<file path="config.mk">
export PLATFORM = sky130hd
export DESIGN_NAME = hba_dma_channel
export DESIGN_NICKNAME = d
export VERILOG_FILES = /design/src/rtl/hba_dma_pkg.sv /design/src/rtl/hba_dma_cmd_dec.sv /design/src/rtl/hba_dma_xfer.sv /design/src/rtl/hba_dma_stat.sv /design/src/rtl/hba_dma_channel.sv
export SDC_FILE = /design/constraint.sdc
export NUM_CORES = 1
export LEC_CHECK = 0
export BUFFER_PORTS_ARGS = -buffer_cell sky130_fd_sc_hd__buf_2
export CAP_MARGIN = 20
export CORE_MARGIN = 8
export CORE_UTILIZATION = 55
export DETAILED_ROUTE_END_ITERATION = 6
export GPL_TIMING_DRIVEN = 0
export MAX_ROUTING_LAYER = met4
export PLACE_DENSITY = 0.78
export SETUP_SLACK_MARGIN = 0.5
export SLEW_MARGIN = 0
export SYNTH_ARGS = -nofsm -noshare
export SYNTH_HDL_FRONTEND = slang
export SYNTH_SLANG_ARGS = --single-unit
export TNS_END_PERCENT = 10
</file>
<file path="constraint.sdc">
create_clock -name clk -period 5.6 [get_ports clk]
set_clock_uncertainty 0.15 [all_clocks]
set_input_delay 0.28 -clock clk [delete_from_list [all_inputs] [get_ports clk]]
set_output_delay 0.28 -clock clk [all_outputs]
set_load 0.03 [all_outputs]
</file>
<file path="src/rtl/hba_dma_pkg.sv">
package hba_dma_pkg;

  localparam int IDX_W = 4;

  typedef enum logic [IDX_W-1:0] {
    RI_CMD   = 4'd0,
    RI_SCNT  = 4'd1,
    RI_SADR  = 4'd2,
    RI_WCNT  = 4'd3,
    RI_WADR  = 4'd4,
    RI_STAT  = 4'd5,
    RI_SDESC = 4'd6,
    RI_WDESC = 4'd7,
    RI_BCTL  = 4'd8
  } reg_idx_e;

  typedef enum logic [1:0] {
    OP_IDLE  = 2'd0,
    OP_FLUSH = 2'd1,
    OP_ABORT = 2'd2,
    OP_START = 2'd3
  } dma_op_e;

  localparam int STAT_W      = 8;
  localparam int ST_DONE     = 3;
  localparam int ST_CORE_INT = 4;
  localparam int CMD_DONE_IE = 6;
  localparam int CMD_DIR     = 7;

endpackage

</file>
<file path="src/rtl/hba_dma_cmd_dec.sv">
module hba_dma_cmd_dec
  import hba_dma_pkg::*;
(
  input  logic       clk,
  input  logic       rst_n,
  input  logic       cmd_wr,
  input  logic [1:0] op_bits,
  output logic       start_fire,
  output logic       dma_en,
  output logic       abort_pulse
);

  dma_op_e op;
  logic    idle_fire;
  logic    abort_fire;

  assign op         = dma_op_e'(op_bits);
  assign start_fire = cmd_wr && (op == OP_START);
  assign idle_fire  = cmd_wr && (op == OP_IDLE);
  assign abort_fire = cmd_wr && (op == OP_ABORT);

  always_ff @(posedge clk or negedge rst_n) begin
    if (!rst_n) begin
      dma_en      <= 1'b0;
      abort_pulse <= 1'b0;
    end else begin
      abort_pulse <= abort_fire;
      if (start_fire)     dma_en <= 1'b1;
      else if (idle_fire) dma_en <= 1'b0;
    end
  end

endmodule

</file>
<file path="src/rtl/hba_dma_xfer.sv">
module hba_dma_xfer #(
  parameter int DATA_W = 32
) (
  input  logic              req,
  input  logic              dir,
  input  logic              cmd_dir,
  input  logic              blocked,
  input  logic [DATA_W-1:0] len,
  input  logic [DATA_W-1:0] wcnt,
  output logic              grant,
  output logic [DATA_W-1:0] grant_len,
  output logic              drains
);

  function automatic logic [DATA_W-1:0] clamp_len(
    input logic [DATA_W-1:0] want,
    input logic [DATA_W-1:0] left
  );
    return (want < left) ? want : left;
  endfunction

  assign grant     = req && (dir == cmd_dir) && !blocked;
  assign grant_len = clamp_len(len, wcnt);
  assign drains    = grant && (grant_len == wcnt);

endmodule

</file>
<file path="src/rtl/hba_dma_stat.sv">
module hba_dma_stat
  import hba_dma_pkg::*;
(
  input  logic              clk,
  input  logic              rst_n,
  input  logic              start_clr,
  input  logic [2:0]        wr_clr,
  input  logic              rd_clr,
  input  logic              done_set,
  output logic [STAT_W-1:0] stat
);

  logic [2:0]        clr_bits;
  logic [STAT_W-1:0] clr_mask;
  logic [STAT_W-1:0] set_mask;

  assign clr_bits = wr_clr | {3{rd_clr}};
  assign clr_mask = {{(STAT_W-4){1'b0}}, clr_bits, 1'b0};
  assign set_mask = {{(STAT_W-ST_DONE-1){1'b0}}, done_set, {ST_DONE{1'b0}}};

  always_ff @(posedge clk or negedge rst_n) begin
    if (!rst_n) begin
      stat <= '0;
    end else if (start_clr) begin
      stat <= stat & ~{{(STAT_W-6){1'b0}}, 6'h3F};
    end else begin
      stat <= (stat & ~clr_mask) | set_mask;
    end
  end

endmodule

</file>
<file path="src/rtl/hba_dma_channel.sv">
module hba_dma_channel
  import hba_dma_pkg::*;
#(
  parameter int              DATA_W    = 32,
  parameter int              MODE_BIT  = 12,
  parameter logic [DATA_W-1:0] WADR_RST  = {DATA_W{1'b1}},
  parameter logic [DATA_W-1:0] WDESC_RST = {{(DATA_W-2){1'b1}}, 2'b01}
) (
  input  logic              clk,
  input  logic              rst_n,
  input  logic              reg_wr,
  input  logic              reg_rd,
  input  logic [3:0]        reg_idx,
  input  logic [DATA_W-1:0] reg_wdata,
  output logic [DATA_W-1:0] reg_rdata,
  input  logic              core_irq,
  input  logic              core_done,
  input  logic              xfer_req,
  input  logic              xfer_dir,
  input  logic [DATA_W-1:0] xfer_len,
  output logic              xfer_grant,
  output logic [DATA_W-1:0] xfer_grant_len,
  output logic              dma_en,
  output logic              abort_pulse,
  output logic              irq
);

  localparam int PAD_W = DATA_W - STAT_W;

  logic [DATA_W-1:0] cmd_q, scnt_q, sadr_q, sdesc_q;
  logic [DATA_W-1:0] wcnt_q, wadr_q, wdesc_q, bctl_q;
  logic [STAT_W-1:0] stat;
  logic [STAT_W-1:0] stat_live;

  // named internal events
  logic       cmd_wr;
  logic       stat_hit;
  logic       start_fire;
  logic       rd_clear_mode;
  logic [2:0] stat_wr_clr;
  logic       stat_rd_clr;
  logic       drains;
  logic       done_set;

  assign cmd_wr        = reg_wr && (reg_idx == RI_CMD);
  assign stat_hit      = (reg_idx == RI_STAT);
  assign rd_clear_mode = bctl_q[MODE_BIT];
  assign stat_wr_clr   = (reg_wr && stat_hit && !rd_clear_mode) ? reg_wdata[3:1] : 3'b000;
  assign stat_rd_clr   = reg_rd && stat_hit && rd_clear_mode;

  hba_dma_cmd_dec u_cmd (
    .clk         (clk),
    .rst_n       (rst_n),
    .cmd_wr      (cmd_wr),
    .op_bits     (reg_wdata[1:0]),
    .start_fire  (start_fire),
    .dma_en      (dma_en),
    .abort_pulse (abort_pulse)
  );

  hba_dma_xfer #(.DATA_W(DATA_W)) u_xfer (
    .req       (xfer_req),
    .dir       (xfer_dir),
    .cmd_dir   (cmd_q[CMD_DIR]),
    .blocked   (cmd_wr),
    .len       (xfer_len),
    .wcnt      (wcnt_q),
    .grant     (xfer_grant),
    .grant_len (xfer_grant_len),
    .drains    (drains)
  );

  assign done_set = !start_fire && (core_done || drains);

  hba_dma_stat u_stat (
    .clk       (clk),
    .rst_n     (rst_n),
    .start_clr (start_fire),
    .wr_clr    (stat_wr_clr),
    .rd_clr    (stat_rd_clr),
    .done_set  (done_set),
    .stat      (stat)
  );

  // software-writable registers
  always_ff @(posedge clk or negedge rst_n) begin
    if (!rst_n) begin
      cmd_q   <= '0;
      scnt_q  <= '0;
      sadr_q  <= '0;
      sdesc_q <= '0;
      bctl_q  <= '0;
    end else if (reg_wr) begin
      case (reg_idx)
        RI_CMD:   cmd_q   <= reg_wdata;
        RI_SCNT:  scnt_q  <= reg_wdata;
        RI_SADR:  sadr_q  <= reg_wdata;
        RI_SDESC: sdesc_q <= reg_wdata;
        RI_BCTL:  bctl_q  <= reg_wdata;
        default:  ;
      endcase
    end
  end

  // working registers, hardware-owned
  always_ff @(posedge clk or negedge rst_n) begin
    if (!rst_n) begin
      wcnt_q  <= '0;
      wadr_q  <= WADR_RST;
      wdesc_q <= WDESC_RST;
    end else if (start_fire) begin
      wcnt_q  <= scnt_q;
      wadr_q  <= sadr_q;
      wdesc_q <= sdesc_q;
    end else begin
      if (core_done)       wcnt_q <= '0;
      else if (xfer_grant) wcnt_q <= wcnt_q - xfer_grant_len;
      if (xfer_grant)      wadr_q <= wadr_q + xfer_grant_len;
    end
  end

  always_comb begin
    stat_live              = stat;
    stat_live[ST_CORE_INT] = stat[ST_CORE_INT] | core_irq;
  end

  always_comb begin
    case (reg_idx)
      RI_CMD:   reg_rdata = cmd_q;
      RI_SCNT:  reg_rdata = scnt_q;
      RI_SADR:  reg_rdata = sadr_q;
      RI_WCNT:  reg_rdata = wcnt_q;
      RI_WADR:  reg_rdata = wadr_q;
      RI_STAT:  reg_rdata = {{PAD_W{1'b0}}, stat_live};
      RI_SDESC: reg_rdata = sdesc_q;
      RI_WDESC: reg_rdata = wdesc_q;
      RI_BCTL:  reg_rdata = bctl_q;
      default:  reg_rdata = '0;
    endcase
  end

  assign irq = core_irq || (stat[ST_DONE] && cmd_q[CMD_DONE_IE]);

endmodule

</file>
[After elaboration in Yosys (flattened, before gate mapping)]
Index checks and enable logic that the tools add are counted.
Widths: inputs -> output; s select.
Cells by class
  add/sub/neg operators: 2
  order comparisons: 1
  bitwise gates (word level): 5
  equal/unequal tests: 12
  multiplexer cells: 11
  reduce and logical (&&, ||, !) cells: 28
Operators by type and width (number)
  $pmux 32 s9: 1
  $mux 32: 6
  $add 32x32->32: 1
  $eq 32x32->1: 1
  $lt 32x32->1: 1
  $sub 32x32->32: 1
  $eq 4x3->1 const B: 4
  $logic_and 1x1->1: 13
  $reduce_and 2->1: 5
  $and 8x8->8: 1
  $eq 4x2->1 const B: 2
  $not 4->8: 1
  $or 8x4->8: 1
  $mux 6: 1
  $eq 2x2->1 const B: 2
  $eq 4x1->1 const B: 1
  $eq 4x4->1 const B: 1
  $logic_not 4->1: 1
  $reduce_bool 2->1: 2
  $logic_not 1->1: 3
  $mux 3: 1
  $or 3x3->3: 1
  $reduce_bool 3->1: 1
  $logic_not 2->1: 1
  other kinds (4): 6
Word-level totals
  bits in registers: 266
  logic and storage cells: 71
  output and inout port bits: 68
  bits of input ports: 76

[Logic depth before layout (Yosys ltp)]
Gate-level depths: netlist of the first run.
  depth in word-level cells: 9
  mapped depth: 23
  depth with buffers taken out: 22

[Modules after synthesis]
From an unflattened synthesis of the first run, not the netlist that was laid out.
Second synthesis, totals
  cells, all modules: 1668
  area total of the unflattened synthesis: 17003.8 sq um
Modules (own cells, without submodules)
  hba_dma_channel: cells each 1456, sequential area each 6485.0 sq um, area an instance 15094.5 sq um, times used 1
  hba_dma_xfer: cells each 190, sequential area each 0.0 sq um, area an instance 1669.1 sq um, times used 1
  hba_dma_stat: cells each 14, sequential area each 75.1 sq um, area an instance 151.4 sq um, times used 1
  hba_dma_cmd_dec: cells each 8, sequential area each 50.0 sq um, area an instance 88.8 sq um, times used 1

[Worst setup path after synthesis of the first run]
OpenSTA, ideal clock, no wires.
  path kind: reg-to-reg
  start point: register wcnt_q[30]
  end point: register wcnt_q[30]
  arrival: 5.556 ns
  cell stages (with the launch flop): 23
  setup time: 0.095 ns
  clock period less this slack: 5.801 ns
  path slack: -0.201 ns
  data required time: 5.355 ns
  cells stage by stage: dfrtp_1 inv_1 ha_1 a21oi_1 nand2_1 a221o_1 a2111o_1 a31oi_1 clkbuf_1 nand2_1 o21ai_0 ha_1 inv_1 fa_1 a211oi_1 o21ai_0 a221oi_1 o21ai_0 a31o_2 a21oi_1 o21bai_1 a41o_1 o31ai_1
Between the ends
  cells in the longest elaborated chain, start to end: 6
RTL lines
  from (decl): RTL line hba_dma_channel.sv:31  | logic [DATA_W-1:0] wcnt_q, wadr_q, wdesc_q, bctl_q;
  from (signal assigned): RTL line hba_dma_channel.sv:112  | wcnt_q <= scnt_q;
  from (signal assigned): RTL line hba_dma_channel.sv:117  | else if (xfer_grant) wcnt_q <= wcnt_q - xfer_grant_len;
  $lt 32x32->1: RTL line hba_dma_xfer.sv:19  | return (want < left) ? want : left;
  $mux 32: RTL line hba_dma_xfer.sv:19
  named net xfer_grant_len[0]: RTL line hba_dma_channel.sv:22  | output logic [DATA_W-1:0] xfer_grant_len,
  $sub 32x32->32: RTL line hba_dma_channel.sv:117
  $mux 32: RTL line hba_dma_channel.sv:117
  $mux 32: RTL line hba_dma_channel.sv:116  | if (core_done) wcnt_q <= '0;
  $mux 32: RTL line hba_dma_channel.sv:111  | end else if (start_fire) begin
The timed path passes the listed nets, and every way through them passes these cells. The select of a mux whose other input is x is not followed.
A chain may end at the register's enable or synchronous reset.

[Final worst setup path of the first run]
  start point: register wcnt_q[23]
  end point: register wadr_q[31]
Between the ends
  cells in the longest elaborated chain, start to end: 5
RTL lines
  $lt 32x32->1: RTL line hba_dma_xfer.sv:19
  $mux 32 (*): RTL line hba_dma_xfer.sv:19
  $add 32x32->32 (*): RTL line hba_dma_channel.sv:118  | if (xfer_grant) wadr_q <= wadr_q + xfer_grant_len;
  $mux 32 (*): RTL line hba_dma_channel.sv:118
  $mux 32 (*): RTL line hba_dma_channel.sv:111
  to (signal assigned): RTL line hba_dma_channel.sv:113  | wadr_q <= sadr_q;
  to (signal assigned): RTL line hba_dma_channel.sv:118
  to (decl): RTL line hba_dma_channel.sv:31
Every way passes the cells marked *; elsewhere a longest branch is shown, timed or not. The select of a mux whose other input is x is not followed.

==> impl_metrics.py, run 1 <==
metrics = {
    "worst_setup_path": {
        "critPathMaxFanout": 10,
        "end_kind": "register",
        "start_kind": "register",
        "crit_required_ns": 5.92,
        "path_class": "reg -> reg",
        "r2r_cells": 24,
        "arrival_ns": 5.64,
    },
    "final_layout": {
        "area_growth_pct": 23.12,
        "final_cell_mix": "nand2_1 (229), dfrtp_1 (182), mux2_2 (164)",
        "final_nets": 2043,
        "layout-drive-gt1-share": 0.3214,
        "diodes": 0,
        "layout_commonest_cell": "nand2_1",
    },
    "sta": {
        "slew_headroom": 0.2405,
        "setup_viol": 0,
        "final.setup.tns_ns": 0,
        "hold_violations": 0,
        "fmax_mhz": 187.7,
        "worst_pin_slew_ns": 1.135,
        "rsz0062_at_grt": "true",
        "min_period_ns": 5.328,
        "post-route-period-util": 0.9515,
        "drv_slew": 0,
    },
    "yosys": {
        "synthesis.area_sq_mm": 0.01578,
        "synth-edff-count": 0,
        "synthDistinctLibCells": 71,
        "async_flop_share": 1.000,
        "syn_inst": 1602,
        "synth_seq_cells": 261,
        "synth_area_per_cell_sq_um": 9.852,
        "synth_fp_nets": 1774,
        "ys_seq_area_frac": 0.4188,
        "synth_ff_type": "dfrtp_1",
        "ys_warn_count": 0,
    },
    "drt": {
        "drtIter0Drc": 1779,
        "dr.pass1.iters": 7,
        "wl_um": 57720,
        "vias": 14790,
        "vias_per_cell": 6.496,
        "ant_nets": 0,
        "remaining_drc_errors": 0,
        "wl_per_cell_um": 25.36,
    },
    "grt": {
        "grtUsageTotal": 0.3376,
        "grt_pass1_vias": 14270,
        "grt_pass1_wl_um": 85470,
        "grt_max_degree": 120,
        "grt.overflow.total": 0,
        "antenna_found_initial": 0,
    },
    "clocking": {
        "clockBufferDepth": 3,
        "clk_pin_slew_ns": 0.07,
        "cts_max_level": 1,
        "clkLatencyLatePin_ns": 0.55,
        "cts_root_buf": "clkbuf_16",
        "cts_inserted_buffers": 27,
        "clock-sinks": 261,
        "cts_tree": "built",
    },
    "floorplan": {
        "ios": 144,
        "core_sq_mm": 0.02847,
        "placementRows": 62,
        "die_area_sq_mm": 0.03437,
        "fp.dieW_um": 185.4,
        "fp.dieH_um": 185.4,
        "start_util": 0.5544,
    },
    "pwr": {
        "p_leak_uw": 0.008822,
        "power_density_mw_per_mm2": 558.3,
        "max-vdd-ir-drop_v": 0.0003051,
        "p_total_uw": 10850,
    },
    "hold_path": {
        "hold_class": "in -> reg",
        "whs_path_depth": 2,
    },
    "place": {
        "dp_hpwl_um": 42520,
        "port_buffers": 141,
        "place_congestion": 0.9375,
    },
    "run": {
        "maxCapViolCount": 0,
    },
    "status": {
        "outcome": "finished clean",
    },
}
-- cell type report --
type                       instances  area [sq um]
timing repair buffer             240          1602
buffer                            82         390.4
fill                            2240          9039
inverter                          75         289.0
tap                              384         480.5
clock inverter                     8         77.57
multi-input combinational       1184          9170
clock buffer                      42         792.0
sequential                       261          6630
-- layer usage --
metal / share of wire / GRT usage / vias to the layer above
li1: - / - / 6463
met1: 0.41 / 0.4641 / 7286
met2: 0.44 / 0.4956 / 892
met3: 0.12 / 0.06512 / 145
met4: 0.036 / 0.1120 / 0
met5: 0 / - / -
-- synth_stat cells (all sizes together) (3+ instances only) --
cell type  count  area share
a22oi         58       0.028
a211oi         8      0.0038
a221oi        25       0.014
mux2i          8      0.0051
ha            94       0.075
nor2b          8      0.0032
a21boi         4      0.0019
and2          12      0.0048
nand3         39       0.012
clkbuf        55       0.013
a41oi          3      0.0021
nand4         13      0.0052
o31ai          7      0.0033
mux2         164        0.12
and3           6      0.0024
o21ai        121       0.038
a31oi          5      0.0020
xnor2         26       0.014
a21o          37       0.018
o21a           4      0.0019
o211ai         5      0.0027
nor3b          5      0.0024
a221o          9      0.0057
nand2b        10      0.0040
buf           27      0.0071
a222oi        24       0.015
nand2        232       0.055
inv           75       0.018
nor3          15      0.0048
o21bai         6      0.0029
dfrtp        198        0.31
dfstp         63        0.10
a21oi         85       0.029
a22o          42       0.023
nor4           9      0.0036
nor2          45       0.011
xor2          21       0.012
or3            3      0.0012
-- through the flow --
stage            util  worst slack, ns  std cells  hold slack (ns)  area [sq um]
6_report       0.6825           0.2716       2276          0.03121         19430
5_1_grt        0.6825           0.1474       2276          0.04513         19430
4_1_cts        0.6654           0.3392       2250          0.01188         18940
3_5_place_dp   0.6033          -0.4134       2129          0.03057         17180
3_3_place_gp   0.6010          -0.4826       2127           0.2946         17110
2_1_floorplan       -           0.4595       1602          -0.1656         15930
-- report_power, final --
group / leakage (uW) / switching (uW) / internal [uW]
combinational: 0.00530 / 3420 / 2570
sequential: 0.00310 / 576 / 2490
clock: 0.000427 / 773 / 1020
-- flip-flops by register name, summed over array words and instances (netlist names) --
signal,flops
wdesc_q,32
wcnt_q,32
sadr_q,32
cmd_q,32
bctl_q,32
u_cmd.abort_pulse,1
scnt_q,32
u_stat.stat,3
u_cmd.dma_en,1
sdesc_q,32
wadr_q,32
-- worst max-delay path, stage by stage (launching register included) --
cell and delay (ns):
dfrtp_1 0.39, inv_2 0.10, ha_4 0.22, a21oi_2 0.18, o21ai_1 0.11, a221o_1 0.35, a2111o_1 0.34, a31oi_4 0.20
buf_12 0.16, buf_6 0.09, buf_8 0.13, nand2_1 0.07, o21ai_2 0.12, ha_1 0.33, o21ai_1 0.17, a21oi_1 0.11
o41ai_2 0.30, buf_4 0.17, a21boi_2 0.08, a41o_1 0.27, a221o_1 0.39, a41oi_2 0.25, mux2i_2 0.30, o31a_1 0.18
o211ai_2 0.07
-- timing repair --
item,CTS,global route
endpoints found under the hold margin,364,0
hold buffers,33,0
resized for setup,73,68
endpoints found under the setup margin,35,36
pin swaps,37,36
buffers inserted,38,26
-- cell families after synthesis --
group | after synthesis | share of synthesized area
and+or+nand+nor | 404 | 0.1132
DFF | 261 | 0.4188
adders and majority gates | 96 | 0.07706
buffers and inverters | 157 | 0.03805
muxes | 172 | 0.1221
xor gates and xnor gates | 47 | 0.02608
AOI/OAI and AO/OA | 465 | 0.2047
-- final timing paths --
kind,start,endpoint,slack [ns]
worst max-delay path,wcnt_q[23],wadr_q[31],0.27
worst min-delay path,reg_wdata[1],u_cmd.abort_pulse,0.03
worst max register to register,wcnt_q[23],wadr_q[31],0.27
worst min register to register,wdesc_q[5],wdesc_q[5],0.31
max in group asynchronous,rst_n,cmd_q[30],4.36
min in group asynchronous,rst_n,sdesc_q[7],0.05
No activity file was read; power rests on OpenSTA's default activity.
==> run 2, diff against run 1 <==
- BUFFER_PORTS_ARGS: -buffer_cell sky130_fd_sc_hd__buf_2 -> -buffer_cell sky130_fd_sc_hd__buf_4
==> run 2 against run 1 <==
- the run now ends with design-rule violations left
- sequential share of layout area decreased by 0.19 points
- global-route usage increased by 0.058 points
- sequential power about the same
- largest cell class unchanged
==> impl_metrics.py, run 2 (synthesis gave the netlist of run 1 again) <==
metrics = {
    "status": {
        "outcome": "finished with violations",
        "violations": "design-rule violations",
    },
    "sta": {
        "min_period_ns": 5.254,
        "final.setup.tns_ns": 0,
        "post-route-period-util": 0.9381,
        "rsz0062_at_grt": "true",
        "slew_headroom": 0.3068,
        "fin_ws_ns": 0.3464,
        "drv_slew": 0,
        "setup_viol": 0,
        "worst_pin_slew_ns": 1.036,
        "fmax_mhz": 190.3,
        "hold_violations": 0,
    },
    "final_layout": {
        "final_cell_mix": "nand2_1 (231), dfrtp_1 (181), buf_4 (180)",
        "final_nets": 2020,
        "layout-drive-gt1-share": 0.3062,
        "diodes": 0,
        "area_growth_pct": 23.84,
        "layout_commonest_cell": "nand2_1",
        "fin_area_sq_mm": 0.01955,
    },
    "clocking": {
        "cts_tree": "built",
        "clk_pin_slew_ns": 0.07,
        "cts_inserted_buffers": 26,
        "clock-sinks": 261,
        "clockBufferDepth": 3,
        "cts_root_buf": "clkbuf_16",
        "clkLatencyLatePin_ns": 0.54,
        "cts_max_level": 1,
    },
    "pwr": {
        "p_switching_uw": 4683,
        "intPower_uw": 6095,
        "p_leak_uw": 0.008807,
        "max-vdd-ir-drop_v": 0.0003027,
        "clkPwrFrac": 0.173,
        "swShare": 0.4345,
        "seqPwrFrac": 0.285,
        "combPwrFrac": 0.543,
        "power_density_mw_per_mm2": 551.4,
    },
    "grt": {
        "antenna_found_initial": 0,
        "grt_pass1_vias": 14420,
        "grt_max_degree": 99,
        "grt_pass1_wl_um": 85770,
        "grt.overflow.total": 0,
        "grtUsageTotal": 0.3381,
    },
    "drt": {
        "wl_per_cell_um": 25.34,
        "remaining_drc_errors": 4,
        "vias": 14580,
        "drtIter0Drc": 1807,
        "vias_per_cell": 6.475,
        "ant_nets": 0,
        "wl_um": 57080,
        "dr.pass1.iters": 7,
    },
    "place": {
        "pre_cts_ws_ns": -0.4994,
        "port_buffers": 141,
        "dpl_cell_area_sq_mm": 0.01753,
        "dp_hpwl_um": 42160,
        "place_congestion": 0.9326,
    },
    "worst_setup_path": {
        "path_delay_family": "compound AO/OA/AOI/OAI gates",
        "path_buf_inv": 4,
        "worstPathCellList": "inv_1, ha_1, a21o_1, nand3_1, a2111oi_4, a2111o_1, a31oi_4, buf_6, clkbuf_16, o21ai_4, inv_2, ha_4, nor2b_1, o31a_1, o41a_1, a311o_1, a221o_1, o21ai_2, o31ai_1, a21oi_1, xor2_1, a21oi_1",
        "crit_top_cell": "a21oi_1",
        "worst_path_largest_cell_delay_ns": 0.45,
        "critPathMaxFanout": 5,
        "path_class": "reg -> reg",
        "arrival_ns": 5.50,
        "start_kind": "register",
        "end_kind": "register",
        "critPathSlowestCell": "dfrtp_2",
        "crit_required_ns": 5.84,
    },
    "floorplan": {
        "ios": 144,
        "fp.dieH_um": 185.4,
        "die_area_sq_mm": 0.03437,
        "fp.dieW_um": 185.4,
        "start_util": 0.5544,
        "placementRows": 62,
        "core_sq_mm": 0.02847,
    },
    "hold_path": {
        "hold_class": "in -> reg",
    },
    "run": {
        "maxCapViolCount": 0,
    },
}
run 2: metal layers:
metal / vias to the layer above / GRT usage / routed length [um]
met2: 860 / 0.5053 / 25440
met3: 118 / 0.07081 / 6443
met1: 7179 / 0.4564 / 23520
met4: 0 / 0.1056 / 1680
li1: 6424 / - / -
met5: - / - / 0
run 2: what timing repair did:
action                                  CTS  global route
pin swaps                                37             9
hold endpoints to repair                237             0
gates resized for setup                  83            23
hold buffers                             33             0
endpoints found under the setup margin   37            33
setup buffers                            39             2
cloned                                    1             0
run 2: worst paths after layout:
| path | start | to | slack, ns | depth (start not counted) |
|---|---|---|---|---|
| min reg2reg | wdesc_q[6] | wdesc_q[6] | 0.31 | 2 |
| min | reg_wdata[1] | u_cmd.dma_en | 0.02 | 3 |
| max | wcnt_q[17] | wcnt_q[31] | 0.35 | 22 |
| max reg2reg | wcnt_q[17] | wcnt_q[31] | 0.35 | 22 |
| min in group asynchronous | rst_n | cmd_q[9] | 0.15 | 2 |
| max in group asynchronous | rst_n | wdesc_q[21] | 3.82 | 4 |
run 2: final cells by class:
| class | count | area [sq um] |
|---|---|---|
| flip-flops and latches | 261 | 6631 |
| fillers | 2169 | 8925 |
| plain buffers | 82 | 401.6 |
| well taps | 384 | 480.5 |
| clock buffers | 37 | 773.2 |
| repair buffers | 218 | 1777 |
| multi-input cells | 1184 | 9060 |
| clock inverters | 11 | 140.1 |
| inverters | 75 | 281.5 |
run 2: worst register-to-register path, cell delays in order, from the launching register on:
cell	delay, ns
dfrtp_2	0.45
inv_1	0.09
ha_1	0.32
a21o_1	0.17
nand3_1	0.13
a2111oi_4	0.09
a2111o_1	0.40
a31oi_4	0.22
buf_6	0.16
clkbuf_16	0.16
o21ai_4	0.07
inv_2	0.10
ha_4	0.20
nor2b_1	0.14
o31a_1	0.31
o41a_1	0.41
a311o_1	0.37
a221o_1	0.37
o21ai_2	0.22
o31ai_1	0.11
a21oi_1	0.21
xor2_1	0.18
a21oi_1	0.08
run 2: metrics by stage:
| stage | power, uW | utilization | cells | hold slack (ns) |
|---|---|---|---|---|
| after floorplan | 6504 | - | 1602 | -0.1656 |
| after global placement | 7969 | 0.6134 | 2127 | 0.2950 |
| after detailed placement | 8061 | 0.6156 | 2129 | 0.1480 |
| after CTS | 10460 | 0.6818 | 2250 | 0.007645 |
| after global routing | 11340 | 0.6865 | 2252 | 0.06362 |
| final | 10780 | 0.6865 | 2252 | 0.01521 |
run 2: power by group through the flow:
stage | clock network (uW) | logic (uW) | registers (uW)
CTS | 1860 | 5590 | 3010
detailed placement | 0 | 5010 | 3050
global route | 1940 | 6310 | 3090
finish | 1860 | 5850 | 3070
floorplan | 0 | 3730 | 2770
global placement | 0 | 4940 | 3030
